### config.mk
export PLATFORM = sky130hd
export DESIGN_NAME = tmx_irq_requester
export DESIGN_NICKNAME = d
export VERILOG_FILES = /design/src/rtl/tmx_irq_pkg.sv /design/src/rtl/tmx_irq_cfg_regs.sv /design/src/rtl/tmx_irq_pending.sv /design/src/rtl/tmx_irq_line_encoder.sv /design/src/rtl/tmx_irq_requester.sv
export SDC_FILE = /design/constraint.sdc
export NUM_CORES = 1
export LEC_CHECK = 0
export BUFFER_PORTS_ARGS = -buffer_cell sky130_fd_sc_hd__buf_4
export CORE_ASPECT_RATIO = 1.4
export CORE_MARGIN = 4
export CORE_UTILIZATION = 42
export DETAILED_ROUTE_END_ITERATION = 6
export MAX_ROUTING_LAYER = met4
export PLACE_DENSITY = 0.74
export SYNTH_ARGS = -nofsm -noshare
export SYNTH_HDL_FRONTEND = slang
export SYNTH_HIERARCHICAL = 1
export SYNTH_SLANG_ARGS = --single-unit
### constraint.sdc
create_clock -name clk -period 1.1 [get_ports clk]
set_input_delay 0.22 -clock clk [delete_from_list [all_inputs] [get_ports clk]]
set_output_delay 0.22 -clock clk [all_outputs]
set_load 0.02 [all_outputs]
### src/rtl/tmx_irq_pkg.sv
package tmx_irq_pkg;

    // Registered response of the configuration port
    typedef enum logic [1:0] {
        RSP_NONE = 2'd0,
        RSP_ACK  = 2'd1,
        RSP_BERR = 2'd2
    } rsp_e;

    // Decoded class of a register offset
    typedef enum logic [1:0] {
        ACC_UNMAPPED = 2'd0,
        ACC_PRIV     = 2'd1,
        ACC_OPEN     = 2'd2
    } acc_e;

    // Offset classification: level registers below src_cnt, pending view at src_cnt
    function automatic acc_e classify(input int unsigned addr, input int unsigned src_cnt);
        if (addr < src_cnt)
            return ACC_PRIV;
        else if (addr == src_cnt)
            return ACC_OPEN;
        else
            return ACC_UNMAPPED;
    endfunction

endpackage

### src/rtl/tmx_irq_cfg_regs.sv
module tmx_irq_cfg_regs
    import tmx_irq_pkg::*;
#(
    parameter int SRC_CNT = 2,
    parameter int LVL_W   = 5,
    parameter int ADDR_W  = 4,
    parameter int REG_W   = 16
) (
    input  logic                          clk,
    input  logic                          rst,
    input  logic                          reg_req,
    input  logic                          reg_wr,
    input  logic                          reg_super,
    input  logic [ADDR_W-1:0]             reg_addr,
    input  logic [REG_W-1:0]              reg_wdata,
    input  logic [SRC_CNT-1:0]            pend_view,
    output logic [SRC_CNT-1:0][LVL_W-1:0] levels,
    output logic                          reg_ack,
    output logic                          reg_berr,
    output logic [REG_W-1:0]              reg_rdata
);

    acc_e             acc_kind;
    logic             refuse;
    logic [REG_W-1:0] rd_mux;
    rsp_e             rsp_q;
    logic [REG_W-1:0] rdata_q;

    always_comb begin
        acc_kind = classify(int'(reg_addr), SRC_CNT);
        refuse   = (acc_kind == ACC_UNMAPPED) || (acc_kind == ACC_PRIV && !reg_super);
    end

    // One level register per source
    for (genvar i = 0; i < SRC_CNT; i++) begin : g_lvl
        logic wr_hit;
        assign wr_hit = reg_req && reg_wr && reg_super && (reg_addr == ADDR_W'(i));
        always_ff @(posedge clk) begin
            if (rst)
                levels[i] <= '0;
            else if (wr_hit)
                levels[i] <= reg_wdata[LVL_W-1:0];
        end
    end

    always_comb begin
        rd_mux = '0;
        for (int i = 0; i < SRC_CNT; i++) begin
            if (reg_addr == ADDR_W'(i))
                rd_mux = REG_W'(levels[i]);
        end
        if (acc_kind == ACC_OPEN)
            rd_mux = REG_W'(pend_view);
    end

    always_ff @(posedge clk) begin
        if (rst) begin
            rsp_q   <= RSP_NONE;
            rdata_q <= '0;
        end else if (!reg_req) begin
            rsp_q   <= RSP_NONE;
            rdata_q <= '0;
        end else if (refuse) begin
            rsp_q   <= RSP_BERR;
            rdata_q <= '0;
        end else begin
            rsp_q   <= RSP_ACK;
            rdata_q <= reg_wr ? '0 : rd_mux;
        end
    end

    assign reg_ack   = (rsp_q == RSP_ACK);
    assign reg_berr  = (rsp_q == RSP_BERR);
    assign reg_rdata = rdata_q;

endmodule

### src/rtl/tmx_irq_pending.sv
module tmx_irq_pending #(
    parameter int SRC_CNT = 2
) (
    input  logic               clk,
    input  logic               rst,
    input  logic [SRC_CNT-1:0] src_event,
    input  logic [SRC_CNT-1:0] src_clear,
    output logic [SRC_CNT-1:0] pend_q
);

    for (genvar i = 0; i < SRC_CNT; i++) begin : g_flag
        always_ff @(posedge clk) begin
            if (rst)
                pend_q[i] <= 1'b0;
            else if (src_event[i])
                pend_q[i] <= 1'b1;
            else if (src_clear[i])
                pend_q[i] <= 1'b0;
        end
    end

endmodule

### src/rtl/tmx_irq_line_encoder.sv
module tmx_irq_line_encoder #(
    parameter int SRC_CNT  = 2,
    parameter int LINE_CNT = 8,
    parameter int SLOT_CNT = 4,
    localparam int LINE_IDX_W = $clog2(LINE_CNT),
    localparam int SLOT_W     = $clog2(SLOT_CNT),
    localparam int LVL_W      = LINE_IDX_W + SLOT_W
) (
    input  logic [SLOT_W-1:0]             slot_sel,
    input  logic [SRC_CNT-1:0]            pend,
    input  logic [SRC_CNT-1:0][LVL_W-1:0] levels,
    output logic [LINE_CNT-1:0]           line_req
);

    logic [SRC_CNT-1:0][LINE_CNT-1:0] per_src;

    for (genvar i = 0; i < SRC_CNT; i++) begin : g_src
        logic in_slot;
        assign in_slot    = pend[i] && (levels[i][LVL_W-1 -: SLOT_W] == slot_sel);
        assign per_src[i] = in_slot ? (LINE_CNT'(1) << levels[i][LINE_IDX_W-1:0]) : '0;
    end

    always_comb begin
        line_req = '0;
        for (int i = 0; i < SRC_CNT; i++)
            line_req = line_req | per_src[i];
    end

endmodule

### src/rtl/tmx_irq_requester.sv
module tmx_irq_requester #(
    parameter int LINE_CNT = 8,
    parameter int SLOT_CNT = 4,
    parameter int SRC_CNT  = 2,
    parameter int ADDR_W   = 4,
    parameter int REG_W    = 16,
    localparam int LINE_IDX_W = $clog2(LINE_CNT),
    localparam int SLOT_W     = $clog2(SLOT_CNT),
    localparam int LVL_W      = LINE_IDX_W + SLOT_W
) (
    input  logic                clk,
    input  logic                rst,
    input  logic [SLOT_W-1:0]   slot_sel,
    input  logic [SRC_CNT-1:0]  src_event,
    input  logic [SRC_CNT-1:0]  src_clear,
    input  logic                reg_req,
    input  logic                reg_wr,
    input  logic                reg_super,
    input  logic [ADDR_W-1:0]   reg_addr,
    input  logic [REG_W-1:0]    reg_wdata,
    output logic                reg_ack,
    output logic                reg_berr,
    output logic [REG_W-1:0]    reg_rdata,
    output logic [LINE_CNT-1:0] irq_lines
);

    logic [SRC_CNT-1:0]            pend_q;
    logic [SRC_CNT-1:0][LVL_W-1:0] levels;
    logic [LINE_CNT-1:0]           line_req;

    tmx_irq_pending #(.SRC_CNT(SRC_CNT)) u_pend (
        .clk       (clk),
        .rst       (rst),
        .src_event (src_event),
        .src_clear (src_clear),
        .pend_q    (pend_q)
    );

    tmx_irq_cfg_regs #(
        .SRC_CNT (SRC_CNT),
        .LVL_W   (LVL_W),
        .ADDR_W  (ADDR_W),
        .REG_W   (REG_W)
    ) u_regs (
        .clk       (clk),
        .rst       (rst),
        .reg_req   (reg_req),
        .reg_wr    (reg_wr),
        .reg_super (reg_super),
        .reg_addr  (reg_addr),
        .reg_wdata (reg_wdata),
        .pend_view (pend_q),
        .levels    (levels),
        .reg_ack   (reg_ack),
        .reg_berr  (reg_berr),
        .reg_rdata (reg_rdata)
    );

    tmx_irq_line_encoder #(
        .SRC_CNT  (SRC_CNT),
        .LINE_CNT (LINE_CNT),
        .SLOT_CNT (SLOT_CNT)
    ) u_enc (
        .slot_sel (slot_sel),
        .pend     (pend_q),
        .levels   (levels),
        .line_req (line_req)
    );

    // Output register toward the shared bus
    always_ff @(posedge clk) begin
        if (rst)
            irq_lines <= '0;
        else
            irq_lines <= line_req;
    end

endmodule

# Word-level counts from Yosys, hierarchy flattened
# Cells that the tools add are included.
totals:
  regBits: 38
  input_bits: 31
  out_inout_bits: 26
  elab_cells: 51
classes:
  magnitude_cmp: 1
  n_eq_ne: 8
  shift: 2
  mux: 12
  bitwise: 2
  reduce_logical: 17
op_table:
  columns: ["cell", "count"]
  rows:
  - ["two-way mux 8 bit", 2]
  - ["<< shifter 1 x 3 -> 8 bit, first input constant", 2]
  - ["two-way mux 5 bit", 2]
  - ["two-way mux 2 bit", 4]
  - ["OR 8 bit", 1]
  - ["logical AND 1 bit", 7]
  - ["OR reduction 6 bit", 1]
  - ["OR reduction 5 bit", 1]
  - ["equality test 2 x 1 -> 1 bit, second input constant", 2]
  - ["equality test 2 bit", 2]
  - ["equality test 2 bit, second input constant", 2]
  - ["equality test 4 x 1 -> 1 bit, second input constant", 1]
  - ["equality test 4 x 2 -> 1 bit, second input constant", 1]
  - ["zero test 4 bit", 1]
  - ["< comparator 4 x 2 -> 1 bit, second input constant", 1]
  - ["two-way mux 1 bit", 4]
  - ["nonzero test 2 bit", 2]
  - ["OR reduction 4 bit", 1]
  - ["zero test 2 bit", 1]
  - ["OR reduction 2 bit", 1]
  - ["zero test 1 bit", 1]
  - ["logical OR 1 bit", 1]
  - ["inverter 1 bit", 1]

# Longest topological paths before layout
depth:
  ltp_word: 7
  mapped_depth: 4
  mapped_depth_nobuf: 4

# Hierarchy
# Netlist, hierarchy kept.
by_module_without_submodules:
  columns: ["module", "n_inst", "cells_per_inst", "area_each_um2", "seq_area_each_um2"]
  rows:
  - ["tmx_irq_cfg_regs", 1, 90, 858.3, 340.3]
  - ["tmx_irq_line_encoder", 1, 26, 222.7, 0.0]
  - ["tmx_irq_requester", 1, 16, 210.2, 160.2]
  - ["tmx_irq_pending", 1, 8, 70.1, 40.0]

# Worst setup path before layout
# No wires, ideal clock.
synth_timing:
  kind: "flip-flop to flip-flop"
  from: "reg u_regs/levels[3] (netlist bit)"
  to: "reg irq_lines[3]"
  setup_time_ns: 0.065
  arrival_ns: 1.006
  required_time_ns: 1.035
  slack_ns: 0.029
  stages_incl_launch_ff: 5
  n_path_buf: 0
  period_less_slack_ns: 1.071
  cell_sequence: "dfxtp_1 > xnor2_1 > nand3_1 > o32ai_2 > nor2b_1"
synth_between:
  elab_chain_cells: 4
synth_lines:
  columns: ["item", "line_no", "source"]
  rows:
  - ["from (decl)", "tmx_irq_cfg_regs.sv:17", "output logic [SRC_CNT-1:0][LVL_W-1:0] levels,"]
  - ["from (signal, indexed assignment)", "tmx_irq_cfg_regs.sv:42", "levels[i] <= reg_wdata[LVL_W-1:0];"]
  - ["equality test 2 bit", "tmx_irq_line_encoder.sv:19", "assign in_slot = pend[i] && (levels[i][LVL_W-1 -: SLOT_W] == slot_sel);"]
  - ["logical AND 1 bit", "tmx_irq_line_encoder.sv:19", null]
  - ["two-way mux 8 bit", "tmx_irq_line_encoder.sv:20", "assign per_src[i] = in_slot ? (LINE_CNT'(1) << levels[i][LINE_IDX_W-1:0]) : '0;"]
  - ["OR 8 bit", "tmx_irq_line_encoder.sv:26", "line_req = line_req | per_src[i];"]
  - ["via line_req[3]", "tmx_irq_requester.sv:29", "logic [LINE_CNT-1:0] line_req;"]
  - ["to (signal assigned)", "tmx_irq_requester.sv:75", "irq_lines <= line_req;"]
  - ["to (decl)", "tmx_irq_requester.sv:24", "output logic [LINE_CNT-1:0] irq_lines"]
# The timed path passes the listed nets, and every way through them passes these cells.
# A chain may end at the register's enable or synchronous reset.

# Worst setup path in the final report
layout_timing:
  from: "reg u_regs/levels[8] (netlist bit)"
  to: "reg irq_lines[1]"
# The elaborated chain is that of the path after synthesis.

==> out/qor.csv <==
stage,metric,value,unit
pwr,powerDensity,1000,mW/mm^2
critical_path,required,1310,ps
sta,fin_ws,-59.6,ps
pwr,ir_drop,0.000743,V
global_route,grt-ovfl-total,0,
synthesis,ys_ff_latch,27,
synthesis,synth_warnings,6,
pwr,switching_share,24.1,%
clocking,htreeDepth,1,
clocking,clk_latency,280,ps
cells_and_area,drive_gt1_share,37.8,%
critical_path,cp-end-kind,flop,
synthesis,ys_seq_area_share,39.7,%
route,drtIter0Drc,32,
clocking,clk_pin_slew,80,ps
worst_hold_path,hp-class,input pin to flop,
floorplanning,placement_rows,24,
floorplanning,start_util,43.6,%
synthesis,synthesis.area,0.00136,sq mm
outcome,status,"finished, violations left",
placement,post_dp_cell_area,0.00168,sq mm
synthesis,ys.flop_type,dfxtp_1,
route,drc,0,
cells_and_area,area_growth,32.0,%
synthesis,synth-edff-count,0,
global_route,antenna_found_initial,0,
critical_path,start_kind,flop,
route,drtPass1Iterations,5,
clocking,tritoncts,done,
pwr,p_switching,0.434,mW
synthesis,syn_area_per_cell,9.72,sq um
pwr,combPwrFrac,13.7,%
cells_and_area,final_cell_mix,"43 x buf_4, 21 x dfxtp_1, 18 x nand2b_1",
outcome,violations,negative setup slack,
route,dr_total_vias,1121,
synthesis,yosys-top-cells-area,"dfxtp_1 40%, mux2i_1 9.6%, nand2b_1 8.3%, buf_4 6.1%, nor2b_1 6.0%",
critical_path,path_max_fanout,4,
critical_path,critPathKind,flop to flop,
floorplanning,die_area,0.00423,sq mm
critical_path,cpLargestDelayFamily,simple AND/OR/NAND/NOR gates,
pwr,leakage,0.763,nW
floorplanning,ioPinCount,57,
sta,rsz0062_at_grt,true,
clocking,cts.path.max_buffers,2,
pwr,finalPower,1.80,mW
critical_path,crit_path_cell_trace,xnor2_2 -> nand3b_1 -> o32ai_2 -> nor2b_1,
route,vias_per_cell,5.00,
placement,dp_hpwl,2250,microns
sta,max_clock_freq,0.862,GHz
route,final_antenna_net_count,0,
sta,hold_violations,0,
sta,drv_slew,0,
route,finalWirelength,2880,microns
cells_and_area,final_common_cell,buf_4,
placement,dp_cells,220,
floorplanning,die_h,75.4,microns
global_route,grt_max_degree,27,
clocking,root_buffer,clkbuf_8,
global_route,grt_pass1_wl,4780,microns
sta,setup_viol,8,
clocking,cts_setup_buffers,0,
critical_path,path_buf_inv,0,
sta,period_needed,1160,ps
synthesis,yosysTopAreaCell,dfxtp_1,
pwr,p_seq_share,55.5,%
critical_path,crit_slowest_cell,dfxtp_2,
cells_and_area,design_area,0.00180,sq mm
synthesis,synth.top_cell.area_share,39.7,%
synthesis,async_flop_share,0,%
global_route,grt_pass1_vias,1072,
floorplanning,dieWidth,56.1,microns
cells_and_area,num_antenna_cells,0,
placement,io_buffer_count,34,
flow_run,drv_cap,0,
global_route,grt_use_total,14.9,%
sta,period_share,105,%
pwr,power_frac_clock,30.8,%
critical_path,arrival,1370,ps
clocking,clock_sinks,27,
pwr,p_int,1.36,mW
synthesis,ys_types,30,
cells_and_area,fillerInstances,287,
cells_and_area,finalNonFillerCells,224,
floorplanning,coreArea,0.00312,sq mm
sta,holdWs,193,ps
synthesis,synthCells,140,
cells_and_area,nets,217,
critical_path,cp_slowest_stage_delay,340,ps
placement,place.gp.congestion,0.945,
clocking,cts_made_buffers,3,
sta,finClkSkew,8.39,ps
route,wl_per_cell,12.9,microns
-- state kept, by name, summed over array words and instances, names as in the netlist --
register          flops
irq_lines             8
u_regs/rsp_q          2
u_regs/levels        10
u_regs/reg_rdata      5
u_pend/pend_q         2
-- area by class of cell --
type	count	area [sq um]	share of cell area, %
Clock buffer	3	41.3	2.30
Clock inverter	1	5.00	0.279
Inverter	2	7.51	0.418
Multi-Input combinational cell	107	801	44.6
Sequential cell	27	548	30.5
Tap cell	39	48.8	2.72
Timing Repair Buffer	45	345	19.2
-- power groups by stage --
stage,Sequential [mW],Combinational (mW),Clock (mW)
2_1_floorplan,1.02,0.155,0
3_3_place_gp,1.02,0.227,0
3_5_place_dp,1.02,0.232,0
4_1_cts,0.997,0.236,0.573
5_1_grt,1.00,0.270,0.613
6_report,0.998,0.247,0.554
-- final timing paths --
path | slack (ps) | depth (start not counted) | from | endpoint
setup / recovery | -60 | 4 | u_regs/levels[8] | irq_lines[1]
hold / removal | 190 | 3 | src_event[1] | u_pend/pend_q[1]
setup reg to reg | -60 | 4 | u_regs/levels[8] | irq_lines[1]
hold reg to reg | 530 | 2 | u_regs/levels[7] | u_regs/levels[7]
-- cells in the mapped netlist, types with 2 or more instances --
cell and n:
a21oi_1 2, nand2b_1 18, nand2_1 3, mux2i_1 13
o22ai_1 4, nand3_1 6, xnor2_2 3, o32ai_2 4
nor2_1 11, inv_1 2, buf_4 11, dfxtp_1 27
nor2b_1 13, nor3_1 2, nand3b_1 5, a2bb2oi_1 2
-- worst min-delay path: stages --
cell and delay (ps):
buf_4 80, inv_1 30, a21oi_1 100
-- routing by layer --
metal | global-route usage (%) | vias to the layer above | routed length, microns | part of all wire, %
li1 | - | 550 | - | -
met1 | 14.8 | 514 | 1080 | 37
met2 | 28.6 | 49 | 1560 | 54
met3 | 2.71 | 8 | 173 | 6.0
met4 | 6.33 | 0 | 69 | 2.4
met5 | - | - | 0 | 0
-- timing repair --
action                     in CTS  in global routing
hold buffers                    0                  0
setup endpoints to repair      10                 10
pin swaps                       5                  4
gates resized for setup        10                  7
-- stage by stage --
stage	setup TNS (ps)	worst slack (ps)	util [%]
floorplan	0	28.5	-
global placement	-886	-97.1	53.9
detailed placement	-1230	-145	53.9
CTS	-135	-38.0	56.3
global route	-833	-131	57.5
finish	-181	-59.6	57.5
-- kinds of logic (layout without fill, tap and decap cells) --
logic type             count (synthesis)  count (layout)  synth area share, %
flip-flops                            27              27                 39.7
AND/OR/NAND/NOR                       65              65                 28.6
AO/OA/AOI/OAI                         14              14                 9.56
XOR/XNOR                               4               4                 4.23
other                                  1              11                0.275
multiplexers                          13              13                 9.56
buffers and inverters                 16              51                 8.09
Note: power is estimated with default switching activity, not from simulation.
